===== config.mk =====
export PLATFORM = sky130hd
export DESIGN_NAME = keyed_wdog
export DESIGN_NICKNAME = d
export VERILOG_FILES = /design/src/rtl/keyed_wdog_pkg.sv /design/src/rtl/keyed_wdog_regs.sv /design/src/rtl/keyed_wdog_counter.sv /design/src/rtl/keyed_wdog_resp.sv /design/src/rtl/keyed_wdog.sv
export SDC_FILE = /design/constraint.sdc
export NUM_CORES = 1
export LEC_CHECK = 0
export ABC_CLOCK_PERIOD_IN_PS = 2450
export BUFFER_PORTS_ARGS = -buffer_cell sky130_fd_sc_hd__clkbuf_2
export CORE_UTILIZATION = 48
export DETAILED_ROUTE_END_ITERATION = 16
export PLACE_DENSITY = 0.75
export SLEW_MARGIN = 40
export SYNTH_ARGS = -nofsm -noshare
export SYNTH_HDL_FRONTEND = slang
export SYNTH_SLANG_ARGS = --single-unit

===== constraint.sdc =====
create_clock -name clk -period 2.45 [get_ports clk]
set_input_delay 0.49 -clock clk [delete_from_list [all_inputs] [get_ports clk]]
set_output_delay 0.49 -clock clk [all_outputs]
set_load 0.03 [all_outputs]

===== src/rtl/keyed_wdog_pkg.sv =====
// Shared constants and types of the key-protected watchdog.
// Assumes a 32-bit bus with byte offsets on an 8-bit address.
package keyed_wdog_pkg;
    localparam logic [7:0]  OFS_CTRL  = 8'h00;
    localparam logic [7:0]  OFS_LEN   = 8'h04;
    localparam logic [7:0]  OFS_KICK  = 8'h08;
    localparam logic [7:0]  OFS_STAT  = 8'h0C;
    localparam logic [7:0]  OFS_CNT   = 8'h10;
    localparam logic [7:0]  OFS_SWR   = 8'h14;

    localparam logic [7:0]  CTRL_KEY  = 8'h22;
    localparam logic [4:0]  LEN_KEY   = 5'h08;
    localparam logic [31:0] KICK_CODE = 32'h0000_1971;
    localparam logic [31:0] SWR_CODE  = 32'h0000_1209;

    // Decoded control register.
    typedef struct packed {
        logic dual;
        logic irq_mode;
        logic out_en;
        logic pol_high;
        logic run;
    } ctrl_t;
endpackage


===== src/rtl/keyed_wdog_regs.sv =====
// Register decode and key checks of the watchdog.
// Holds the control, length and status registers and produces the
// one-cycle restart and software-reset strobes. Read data is registered.
// Assumes single-cycle writes and reads and no bus wait states.
module keyed_wdog_regs
    import keyed_wdog_pkg::*;
#(
    parameter int LEN_W = 11,
    parameter int CNT_W = 20
) (
    input  logic             clk,
    input  logic             rst_n,
    input  logic             bus_wr,
    input  logic             bus_rd,
    input  logic [7:0]       bus_addr,
    input  logic [31:0]      bus_wdata,
    output logic [31:0]      bus_rdata,
    input  logic [CNT_W-1:0] cnt_val,
    input  logic             ev_timeout,
    input  logic             ev_soft,
    output ctrl_t            ctrl,
    output logic [LEN_W-1:0] len_field,
    output logic             kick,
    output logic             sw_fire
);
    localparam int LEN_LSB = 5;

    logic       ctrl_ok;
    logic       len_ok;
    logic       stat_rd;
    logic [1:0] stat_q;
    logic [31:0] rd_mux;

    // Key qualification of every state-changing write.
    always_comb begin
        ctrl_ok = bus_wr && (bus_addr == OFS_CTRL) && (bus_wdata[31:24] == CTRL_KEY);
        len_ok  = bus_wr && (bus_addr == OFS_LEN)  && (bus_wdata[4:0] == LEN_KEY);
        kick    = bus_wr && (bus_addr == OFS_KICK) && (bus_wdata == KICK_CODE);
        sw_fire = bus_wr && (bus_addr == OFS_SWR)  && (bus_wdata == SWR_CODE);
        stat_rd = bus_rd && (bus_addr == OFS_STAT);
    end

    // Read data selection.
    always_comb begin
        rd_mux = '0;
        unique case (bus_addr)
            OFS_CTRL: rd_mux = {25'd0, ctrl.dual, 2'b00, ctrl.irq_mode,
                                ctrl.out_en, ctrl.pol_high, ctrl.run};
            OFS_LEN:  rd_mux = 32'(len_field) << LEN_LSB;
            OFS_STAT: rd_mux = {30'd0, stat_q};
            OFS_CNT:  rd_mux = 32'(cnt_val);
            default:  rd_mux = '0;
        endcase
    end

    // Control and length registers, updated only on a matching key.
    always_ff @(posedge clk) begin
        if (!rst_n) begin
            ctrl      <= '0;
            len_field <= '1;
        end else begin
            if (ctrl_ok) begin
                ctrl.run      <= bus_wdata[0];
                ctrl.pol_high <= bus_wdata[1];
                ctrl.out_en   <= bus_wdata[2];
                ctrl.irq_mode <= bus_wdata[3];
                ctrl.dual     <= bus_wdata[6];
            end
            if (len_ok) begin
                len_field <= bus_wdata[LEN_LSB +: LEN_W];
            end
        end
    end

    // Reset-cause status, cleared by a read unless a new event arrives.
    always_ff @(posedge clk) begin
        if (!rst_n) begin
            stat_q <= '0;
        end else if (ev_soft) begin
            stat_q <= 2'b10;
        end else if (ev_timeout) begin
            stat_q <= 2'b01;
        end else if (stat_rd) begin
            stat_q <= 2'b00;
        end
    end

    // Registered read port.
    always_ff @(posedge clk) begin
        if (!rst_n) begin
            bus_rdata <= '0;
        end else if (bus_rd) begin
            bus_rdata <= rd_mux;
        end else begin
            bus_rdata <= '0;
        end
    end

    AST_BADKEY_CTRL: assert property (@(posedge clk) disable iff (!rst_n)
        (bus_wr && bus_addr == OFS_CTRL && bus_wdata[31:24] != CTRL_KEY) |=> $stable(ctrl));
    AST_BADKEY_LEN: assert property (@(posedge clk) disable iff (!rst_n)
        (bus_wr && bus_addr == OFS_LEN && bus_wdata[4:0] != LEN_KEY) |=> $stable(len_field));
    AST_STAT_CLEAR: assert property (@(posedge clk) disable iff (!rst_n)
        (stat_rd && !ev_soft && !ev_timeout) |=> (stat_q == 2'b00));
endmodule


===== src/rtl/keyed_wdog_counter.sv =====
// Timeout down-counter of the watchdog.
// Reloads to len_field * 2**UNIT_SHIFT on a restart or on expiry, and
// moves by one per tick while running. Expiry is a tick seen with the
// count at 1 or below. Assumes tick is a one-cycle enable in clk.
module keyed_wdog_counter
    import keyed_wdog_pkg::*;
#(
    parameter int LEN_W      = 11,
    parameter int UNIT_SHIFT = 9,
    parameter int CNT_W      = LEN_W + UNIT_SHIFT
) (
    input  logic             clk,
    input  logic             rst_n,
    input  logic             tick,
    input  logic             run,
    input  logic             kick,
    input  logic [LEN_W-1:0] len_field,
    output logic [CNT_W-1:0] cnt,
    output logic             expire
);
    logic [CNT_W-1:0] reload_val;

    // Reload value and expiry detection.
    always_comb begin
        reload_val = {len_field, {UNIT_SHIFT{1'b0}}};
        expire     = run && tick && !kick && (cnt <= CNT_W'(1));
    end

    // Counter update: restart wins over a tick.
    always_ff @(posedge clk) begin
        if (!rst_n) begin
            cnt <= {{LEN_W{1'b1}}, {UNIT_SHIFT{1'b0}}};
        end else if (kick || expire) begin
            cnt <= reload_val;
        end else if (run && tick) begin
            cnt <= cnt - CNT_W'(1);
        end
    end

    AST_HOLD_STOPPED: assert property (@(posedge clk) disable iff (!rst_n)
        (!run && !kick) |=> $stable(cnt));
    AST_KICK_RELOAD: assert property (@(posedge clk) disable iff (!rst_n)
        kick |=> (cnt[UNIT_SHIFT-1:0] == '0 && cnt[CNT_W-1:UNIT_SHIFT] == $past(len_field)));
endmodule


===== src/rtl/keyed_wdog_resp.sv =====
// Expiry response of the watchdog: interrupt, dual-stage escalation
// and a fixed-length reset pulse with selectable polarity.
// Assumes expire and kick are never high together (counter gives kick priority).
module keyed_wdog_resp
    import keyed_wdog_pkg::*;
#(
    parameter int RST_CYCLES = 8
) (
    input  logic  clk,
    input  logic  rst_n,
    input  logic  expire,
    input  logic  kick,
    input  logic  sw_fire,
    input  ctrl_t ctrl,
    output logic  wdt_irq,
    output logic  sys_rst,
    output logic  ev_timeout,
    output logic  ev_soft
);
    localparam int PW = $clog2(RST_CYCLES + 1);

    logic          stage_q;
    logic          irq_q;
    logic [PW-1:0] pulse_cnt;
    logic          pulse_on;
    logic          fire_to;
    logic          stage_set;
    logic          irq_set;
    logic          start_pulse;

    // Choose the response to an expiry from the current mode.
    always_comb begin
        fire_to   = 1'b0;
        stage_set = 1'b0;
        irq_set   = 1'b0;
        if (expire) begin
            if (ctrl.dual) begin
                if (stage_q) begin
                    fire_to = 1'b1;
                end else begin
                    stage_set = 1'b1;
                    irq_set   = 1'b1;
                end
            end else if (ctrl.irq_mode) begin
                irq_set = 1'b1;
            end else begin
                fire_to = 1'b1;
            end
        end
        ev_soft     = sw_fire;
        ev_timeout  = fire_to && ctrl.out_en && !sw_fire;
        start_pulse = sw_fire || (fire_to && ctrl.out_en);
    end

    // Interrupt and dual-stage flags; a restart clears both.
    always_ff @(posedge clk) begin
        if (!rst_n) begin
            stage_q <= 1'b0;
            irq_q   <= 1'b0;
        end else if (kick) begin
            stage_q <= 1'b0;
            irq_q   <= 1'b0;
        end else if (fire_to) begin
            stage_q <= 1'b0;
            irq_q   <= 1'b0;
        end else begin
            if (stage_set) stage_q <= 1'b1;
            if (irq_set)   irq_q   <= 1'b1;
        end
    end

    // Reset pulse length counter.
    always_ff @(posedge clk) begin
        if (!rst_n) begin
            pulse_cnt <= '0;
        end else if (start_pulse) begin
            pulse_cnt <= PW'(RST_CYCLES);
        end else if (pulse_cnt != '0) begin
            pulse_cnt <= pulse_cnt - PW'(1);
        end
    end

    // Output levels.
    always_comb begin
        pulse_on = (pulse_cnt != '0);
        sys_rst  = pulse_on ? ctrl.pol_high : !ctrl.pol_high;
        wdt_irq  = irq_q;
    end

    AST_PULSE_START: assert property (@(posedge clk) disable iff (!rst_n)
        sw_fire |=> (sys_rst == ctrl.pol_high));
    AST_IDLE_LEVEL: assert property (@(posedge clk) disable iff (!rst_n)
        (pulse_cnt == '0) |-> (sys_rst != ctrl.pol_high));
    AST_IRQ_NO_PULSE: assert property (@(posedge clk) disable iff (!rst_n)
        (expire && !ctrl.dual && ctrl.irq_mode && !sw_fire && pulse_cnt == '0) |=> (irq_q && pulse_cnt == '0));
    AST_DUAL_FIRST: assert property (@(posedge clk) disable iff (!rst_n)
        (expire && ctrl.dual && !stage_q) |=> irq_q);
    AST_NO_OUT_NO_EVT: assert property (@(posedge clk) disable iff (!rst_n)
        !ctrl.out_en |-> !ev_timeout);
endmodule


===== src/rtl/keyed_wdog.sv =====
// Top of the key-protected watchdog timer.
// Connects register decode, down-counter and expiry response.
// Assumes tick is synchronous to clk and one cycle wide per slow tick.
module keyed_wdog
    import keyed_wdog_pkg::*;
#(
    parameter int LEN_W      = 11,
    parameter int UNIT_SHIFT = 9,
    parameter int RST_CYCLES = 8
) (
    input  logic        clk,
    input  logic        rst_n,
    input  logic        tick,
    input  logic        bus_wr,
    input  logic        bus_rd,
    input  logic [7:0]  bus_addr,
    input  logic [31:0] bus_wdata,
    output logic [31:0] bus_rdata,
    output logic        wdt_irq,
    output logic        sys_rst
);
    localparam int CNT_W = LEN_W + UNIT_SHIFT;

    ctrl_t            ctrl;
    logic [LEN_W-1:0] len_field;
    logic [CNT_W-1:0] cnt;
    logic             kick;
    logic             sw_fire;
    logic             expire;
    logic             ev_timeout;
    logic             ev_soft;

    keyed_wdog_regs #(.LEN_W(LEN_W), .CNT_W(CNT_W)) u_regs (
        .clk        (clk),
        .rst_n      (rst_n),
        .bus_wr     (bus_wr),
        .bus_rd     (bus_rd),
        .bus_addr   (bus_addr),
        .bus_wdata  (bus_wdata),
        .bus_rdata  (bus_rdata),
        .cnt_val    (cnt),
        .ev_timeout (ev_timeout),
        .ev_soft    (ev_soft),
        .ctrl       (ctrl),
        .len_field  (len_field),
        .kick       (kick),
        .sw_fire    (sw_fire)
    );

    keyed_wdog_counter #(.LEN_W(LEN_W), .UNIT_SHIFT(UNIT_SHIFT), .CNT_W(CNT_W)) u_cnt (
        .clk       (clk),
        .rst_n     (rst_n),
        .tick      (tick),
        .run       (ctrl.run),
        .kick      (kick),
        .len_field (len_field),
        .cnt       (cnt),
        .expire    (expire)
    );

    keyed_wdog_resp #(.RST_CYCLES(RST_CYCLES)) u_resp (
        .clk        (clk),
        .rst_n      (rst_n),
        .expire     (expire),
        .kick       (kick),
        .sw_fire    (sw_fire),
        .ctrl       (ctrl),
        .wdt_irq    (wdt_irq),
        .sys_rst    (sys_rst),
        .ev_timeout (ev_timeout),
        .ev_soft    (ev_soft)
    );

    AST_TICK_ONLY_RUN: assert property (@(posedge clk) disable iff (!rst_n)
        (!tick && !kick) |=> $stable(cnt));
endmodule


==> impl_metrics.json, run 1 <==
{
  "vias": 3023,
  "grt_pass1_wl_um": 13300,
  "p_int_w": 0.00160,
  "ant_nets": 0,
  "grtUsageTotal_pct": 24.9,
  "wl_um": 8190,
  "period_share_pct": 95.6,
  "gr-max-usage-layer": "met2",
  "fin_ws_ps": 108,
  "drv_cap": 0,
  "cp_common_cell": "or4_4",
  "post-dp-hpwl_um": 6300,
  "ys_dominant_reg_cell": "dfxtp_1",
  "crit_arrival_ps": 2620,
  "start_util_pct": 50.0,
  "critPathBufInv": 1,
  "synth-edff-count": 0,
  "nFillCells": 559,
  "die_area_um2": 6940,
  "dp.cells": 513,
  "final_common_cell": "clkbuf_2",
  "clk_pin_slew_worst_paths_ps": 60,
  "core_um2": 6350,
  "layout-drive-gt1-share_pct": 27.6,
  "cpLargestDelayFamily": "simple AND/OR/NAND/NOR gates",
  "yosysSeqAreaShare_pct": 40.4,
  "rows": 29,
  "maxSlewViolCount": 0,
  "via_per_inst": 5.75,
  "skew_ps": 11.0,
  "diodes": 0,
  "synth_area_um2": 3170,
  "grt_max_degree": 18,
  "cts_made_buffers": 9,
  "insertion_delay_ps": 350,
  "yosysWarnings": 0,
  "first_iter_violations": 230,
  "fin_util_pct": 60.9,
  "pwr_density_cell_nw_per_um2": 560,
  "ctsResizeCount": 0,
  "post-route-drc-count": 0,
  "use_met2_pct": 41.3,
  "clk_path_buf_depth": 2,
  "end_kind": "flip-flop",
  "place.port_buffers": 66,
  "hp-class": "input pin to flip-flop",
  "power.share.sequential_pct": 50.2,
  "cts_tree": "built",
  "clock-sinks": 64,
  "io-pin-count": 79,
  "async_reset_ff_share_pct": 0,
  "met1_usage_pct": 29.5,
  "period_needed_ps": 2340,
  "grt_pass1_vias": 2762,
  "p_sw_share_pct": 26.1,
  "status": "finished clean",
  "setup_violations": 0,
  "routedWlPerCell_um": 15.6,
  "postSynthCellCount": 355,
  "vdd_drop_max_mv": 0.472,
  "pwr-share-comb_pct": 13.6,
  "antenna_found_initial": 0,
  "first_pass_iters": 5,
  "cts-htree-levels": 3,
  "syn_area_per_cell_um2": 8.94,
  "grt-ovfl-total": 0,
  "p_sw_w": 0.000566,
  "crit_path_max_fanout": 8,
  "path_cells": "clkbuf_2, or4_1, or4_4, or4_4, a211oi_2, a21boi_1",
  "slowest_delay_ps": 560,
  "cts-root-buf": "clkbuf_8",
  "grtUsageMet3_pct": 8.05,
  "fmax_ghz": 0.427,
  "clock_power_share_pct": 36.2,
  "fin_nets": 495,
  "final_cells": 526,
  "ys_ff_latch": 64,
  "path_class": "input pin to flip-flop",
  "postCtsSetupBuffers": 0,
  "die_x_um": 83.3,
  "required_ps": 2730,
  "hold_viol_final": 0,
  "syn_to_final_growth_pct": 21.9,
  "rsz0062_at_grt": "no",
  "critical-path-slowest-cell": "or4_1",
  "hold_ws_ps": 361,
  "die_h_um": 83.3,
  "synth_cell_types": 66,
  "gp_congestion": 0.852,
  "p_leak_nw": 1.65,
  "crit_path_start_kind": "input pin",
  "hold_buffers": 0,
  "post-place-ws_ps": -253,
  "most-common-layout-cells": "clkbuf_2, dfxtp_1, nor2_1"
}
## worst reg2reg max path, stage by stage, from the launching register on
cell and delay [ps]:
dfxtp_1 360, or4_4 530, or4_4 580, o21ai_0 410, nor4_1 110, o31ai_1 230
## power groups by stage
stage	Clock, W	Sequential, W	Combinational [W]
floorplan	0	0.00110	0.000215
global placement	0	0.00111	0.000283
detailed placement	0	0.00111	0.000292
CTS	0.000797	0.00109	0.000291
global route	0.000849	0.00109	0.000330
finish	0.000784	0.00109	0.000295
## metrics by stage
step                      TNS, ps  power, W  instance area, um2
after floorplan              -231   0.00132                3220
after global placement      -3640   0.00139                3700
after detailed placement    -4350   0.00140                3700
after CTS                       0   0.00217                3860
after global routing            0   0.00227                3870
final                           0   0.00217                3870
## metal layers
layer	routed length, um	part of all wire, %
met1	3440	42
met2	4010	49
met3	590	7.2
met4	150	1.8
met5	0	0
## logic make-up (layout without fill, tap and decap cells)
| group | Yosys count | count (layout) | synth area share, % |
|---|---|---|---|
| other | 1 | 12 | 0.118 |
| multiplexers | 18 | 18 | 5.72 |
| AO/OA/AOI/OAI | 63 | 63 | 14.6 |
| adder cells (fa/ha/maj) | 3 | 3 | 1.18 |
| AND/OR/NAND/NOR | 159 | 159 | 28.3 |
| buffers and inverters | 34 | 117 | 6.15 |
| flip-flops | 64 | 64 | 40.4 |
| XOR/XNOR | 13 | 13 | 3.59 |
## final timing paths
| check | from | end | slack, ps | cells past startpoint |
|---|---|---|---|---|
| hold reg to reg | u_resp.wdt_irq | u_resp.wdt_irq | 490 | 2 |
| setup / recovery | bus_wdata[15] | u_resp.pulse_cnt[2] | 110 | 6 |
| hold / removal | bus_wdata[12] | u_regs.len_field[7] | 360 | 3 |
| setup reg to reg | u_cnt.cnt[14] | u_cnt.cnt[18] | 150 | 5 |
## sequential cells by signal (all words and copies together), names as in the netlist
signal            cells
u_cnt.cnt            20
u_regs.bus_rdata     20
u_regs.len_field     11
u_regs.ctrl           5
u_resp.pulse_cnt      4
u_regs.stat_q         2
u_resp.stage_q        1
u_resp.wdt_irq        1
## synthesized netlist by cell type, types with 4 or more instances
master,n,share of area (%)
or4_4,4,1.4
clkbuf_1,6,0.71
and2_1,8,1.6
a32oi_1,4,1.1
nor2b_1,5,0.99
nor4_1,11,2.2
o211ai_1,4,0.95
o21ai_0,9,1.4
inv_1,8,0.95
or4_1,6,1.4
dfxtp_1,64,40
mux2i_1,17,5.4
nor2_1,41,4.8
nor3_1,18,2.8
nand2_1,21,2.5
nor4bb_1,4,1.3
nand3_1,7,1.1
or3_1,7,1.4
xor2_1,5,1.4
a21oi_1,6,0.95
buf_4,12,2.8
xnor2_1,8,2.2
a22oi_1,12,2.8
nand4_1,4,0.79
## final cells by class
type / count / area, um2 / share of cell area (%)
timing repair buffer: 95 / 548 / 14.2
clock inverter: 1 / 5.00 / 0.129
clock buffer: 12 / 155 / 4.01
tap: 77 / 96.3 / 2.49
inverter: 9 / 33.8 / 0.873
multi-input combinational: 268 / 1750 / 45.2
sequential: 64 / 1280 / 33.1
Note: power is estimated with default switching activity, not from simulation.
==> inputs of run 2 (changes only) <==
Settings changed: ABC_CLOCK_PERIOD_IN_PS 2450 to 2200, CORE_UTILIZATION 48 to 53, PLACE_DENSITY 0.75 to 0.79.
Clock period 2.45 ns to 2.2 ns, I/O delays scaled along.
==> run 2 against run 1 <==
Against the previous run:
- the run now ends with negative setup slack left
- core utilization is 11 points higher
- register-to-register slack got worse by 100 ps
- combinational power rose by 32%
- flip-flop and latch count unchanged
- power increased by 17%
- critical path depth did not move
- critical endpoint unchanged
- highest routed layer unchanged
==> impl_metrics.json, run 2 (synthesized netlist as in run 1, its figures left out) <==
{
  "status": "complete, but fails checks",
  "violations": "negative setup slack",
  "drv_cap": 0,
  "core_um2": 5640,
  "vdd_drop_max_mv": 0.679,
  "end_kind": "flip-flop",
  "via_per_inst": 5.88,
  "tightestPinTransition_ps": 578,
  "multi_input_area_um2": 1820,
  "maxSlewViolCount": 0,
  "vias": 3153,
  "start_util_pct": 56.3,
  "antenna_found_initial": 0,
  "io-pin-count": 79,
  "cts-root-buf": "clkbuf_8",
  "setup_tns_ps": -249,
  "die_h_um": 79.4,
  "hp-start": "bus_wdata[15]",
  "p_leak_nw": 1.71,
  "p_sw_share_pct": 28.8,
  "diodes": 0,
  "period_share_pct": 105,
  "ant_nets": 0,
  "cts_made_buffers": 9,
  "syn_to_final_growth_pct": 27.9,
  "cts_tree": "built",
  "hp-class": "input pin to flip-flop",
  "skew_ps": 7.75,
  "final_common_cell": "clkbuf_2",
  "rsz0062_at_grt": "yes",
  "grt_max_degree": 19,
  "first_iter_violations": 208,
  "power.share.sequential_pct": 48.1,
  "fin_nets": 507,
  "pwr-share-comb_pct": 15.4,
  "hold_buffers": 0,
  "setup_violations": 5,
  "period_needed_ps": 2300,
  "clock-sinks": 64,
  "post-dp-hpwl_um": 6610,
  "post-place-ws_ps": -418,
  "required_ps": 2490,
  "grt_pass1_vias": 2918,
  "reg_top3": "u_cnt.cnt x20, u_regs.bus_rdata x20, u_regs.len_field x11",
  "routedWlPerCell_um": 16.6,
  "postCtsSetupBuffers": 0,
  "gp_congestion": 0.908,
  "grt_pass1_wl_um": 14000,
  "crit_path_start_kind": "input pin",
  "post-route-drc-count": 0,
  "placed_area_um2": 3800,
  "die_area_um2": 6300,
  "p_sw_w": 0.000728,
  "layout-drive-gt1-share_pct": 32.1,
  "place.port_buffers": 66,
  "critPathLaunch": "bus_wdata[15]",
  "cts-htree-levels": 3,
  "crit_path_max_fanout": 8,
  "grtUsageTotal_pct": 29.5,
  "die_x_um": 79.4,
  "clock_power_share_pct": 36.5,
  "crit_arrival_ps": 2590,
  "wl_um": 8880,
  "p_int_w": 0.00180,
  "rows": 27,
  "fin_ws_ps": -101,
  "clk_pin_slew_worst_paths_ps": 80,
  "hold_viol_final": 0,
  "pwr_density_cell_nw_per_um2": 622,
  "slew_headroom_pct": 60.9,
  "regToRegStartpoint": "u_cnt.cnt[13]",
  "path_class": "input pin to flip-flop",
  "insertion_delay_ps": 340,
  "design_area_um2": 4060,
  "first_pass_iters": 5,
  "register_area_um2": 1280,
  "total_power_w": 0.00253,
  "most-common-layout-cells": "clkbuf_2, dfxtp_1, nor2_1, buf_4, nand2_1",
  "clk_path_buf_depth": 2,
  "grt-ovfl-total": 0,
  "nFillCells": 435,
  "fmax_ghz": 0.435
}
run 2: path summary, 6_finish.rpt:
path | end | slack (ps) | depth (start not counted)
hold / removal | u_regs.len_field[10] | 300 | 3
hold reg to reg | u_resp.wdt_irq | 470 | 2
setup / recovery | u_resp.pulse_cnt[2] | -100 | 6
setup reg to reg | u_cnt.cnt[18] | 50 | 6
run 2: worst max-delay path, stage by stage:
cell	delay, ps
buf_6	90
or4_4	520
or4_4	520
or4_4	520
a211oi_4	290
a21boi_2	190
run 2: layout make-up:
type	instances	area share (%)
Inverter	9	0.832
Tap cell	72	2.22
Timing Repair Buffer	107	16.2
Multi-Input combinational cell	268	44.7
Sequential cell	64	31.5
Clock buffer	10	3.39
Clock inverter	6	1.11
run 2: power groups by stage:
stage | sequential (W) | combinational (W) | clock [W]
floorplan | 0.00123 | 0.000239 | 0
global placement | 0.00123 | 0.000338 | 0
detailed placement | 0.00124 | 0.000359 | 0
CTS | 0.00121 | 0.000368 | 0.000933
global route | 0.00122 | 0.000420 | 0.000989
finish | 0.00122 | 0.000390 | 0.000921
run 2: per-stage QoR:
stage	hold WS, ps	instances	util (%)
CTS	312	536	71.2
detailed placement	455	520	67.4
global route	317	536	72.0
finish	302	536	72.0
global placement	457	520	67.4
floorplan	455	366	-
run 2: what timing repair did:
item,4_1_cts,5_1_grt
gates resized for setup,9,9
pin swaps,2,4
hold endpoints to repair,0,0
endpoints found under the setup margin,13,21
run 2: metal layers:
metal	part of all wire (%)	GRT usage, %	up-vias
li1	-	-	1494
met1	41	35.0	1477
met2	49	49.3	145
met3	6.6	6.74	37
met4	3.7	15.6	0
met5	0	0	-
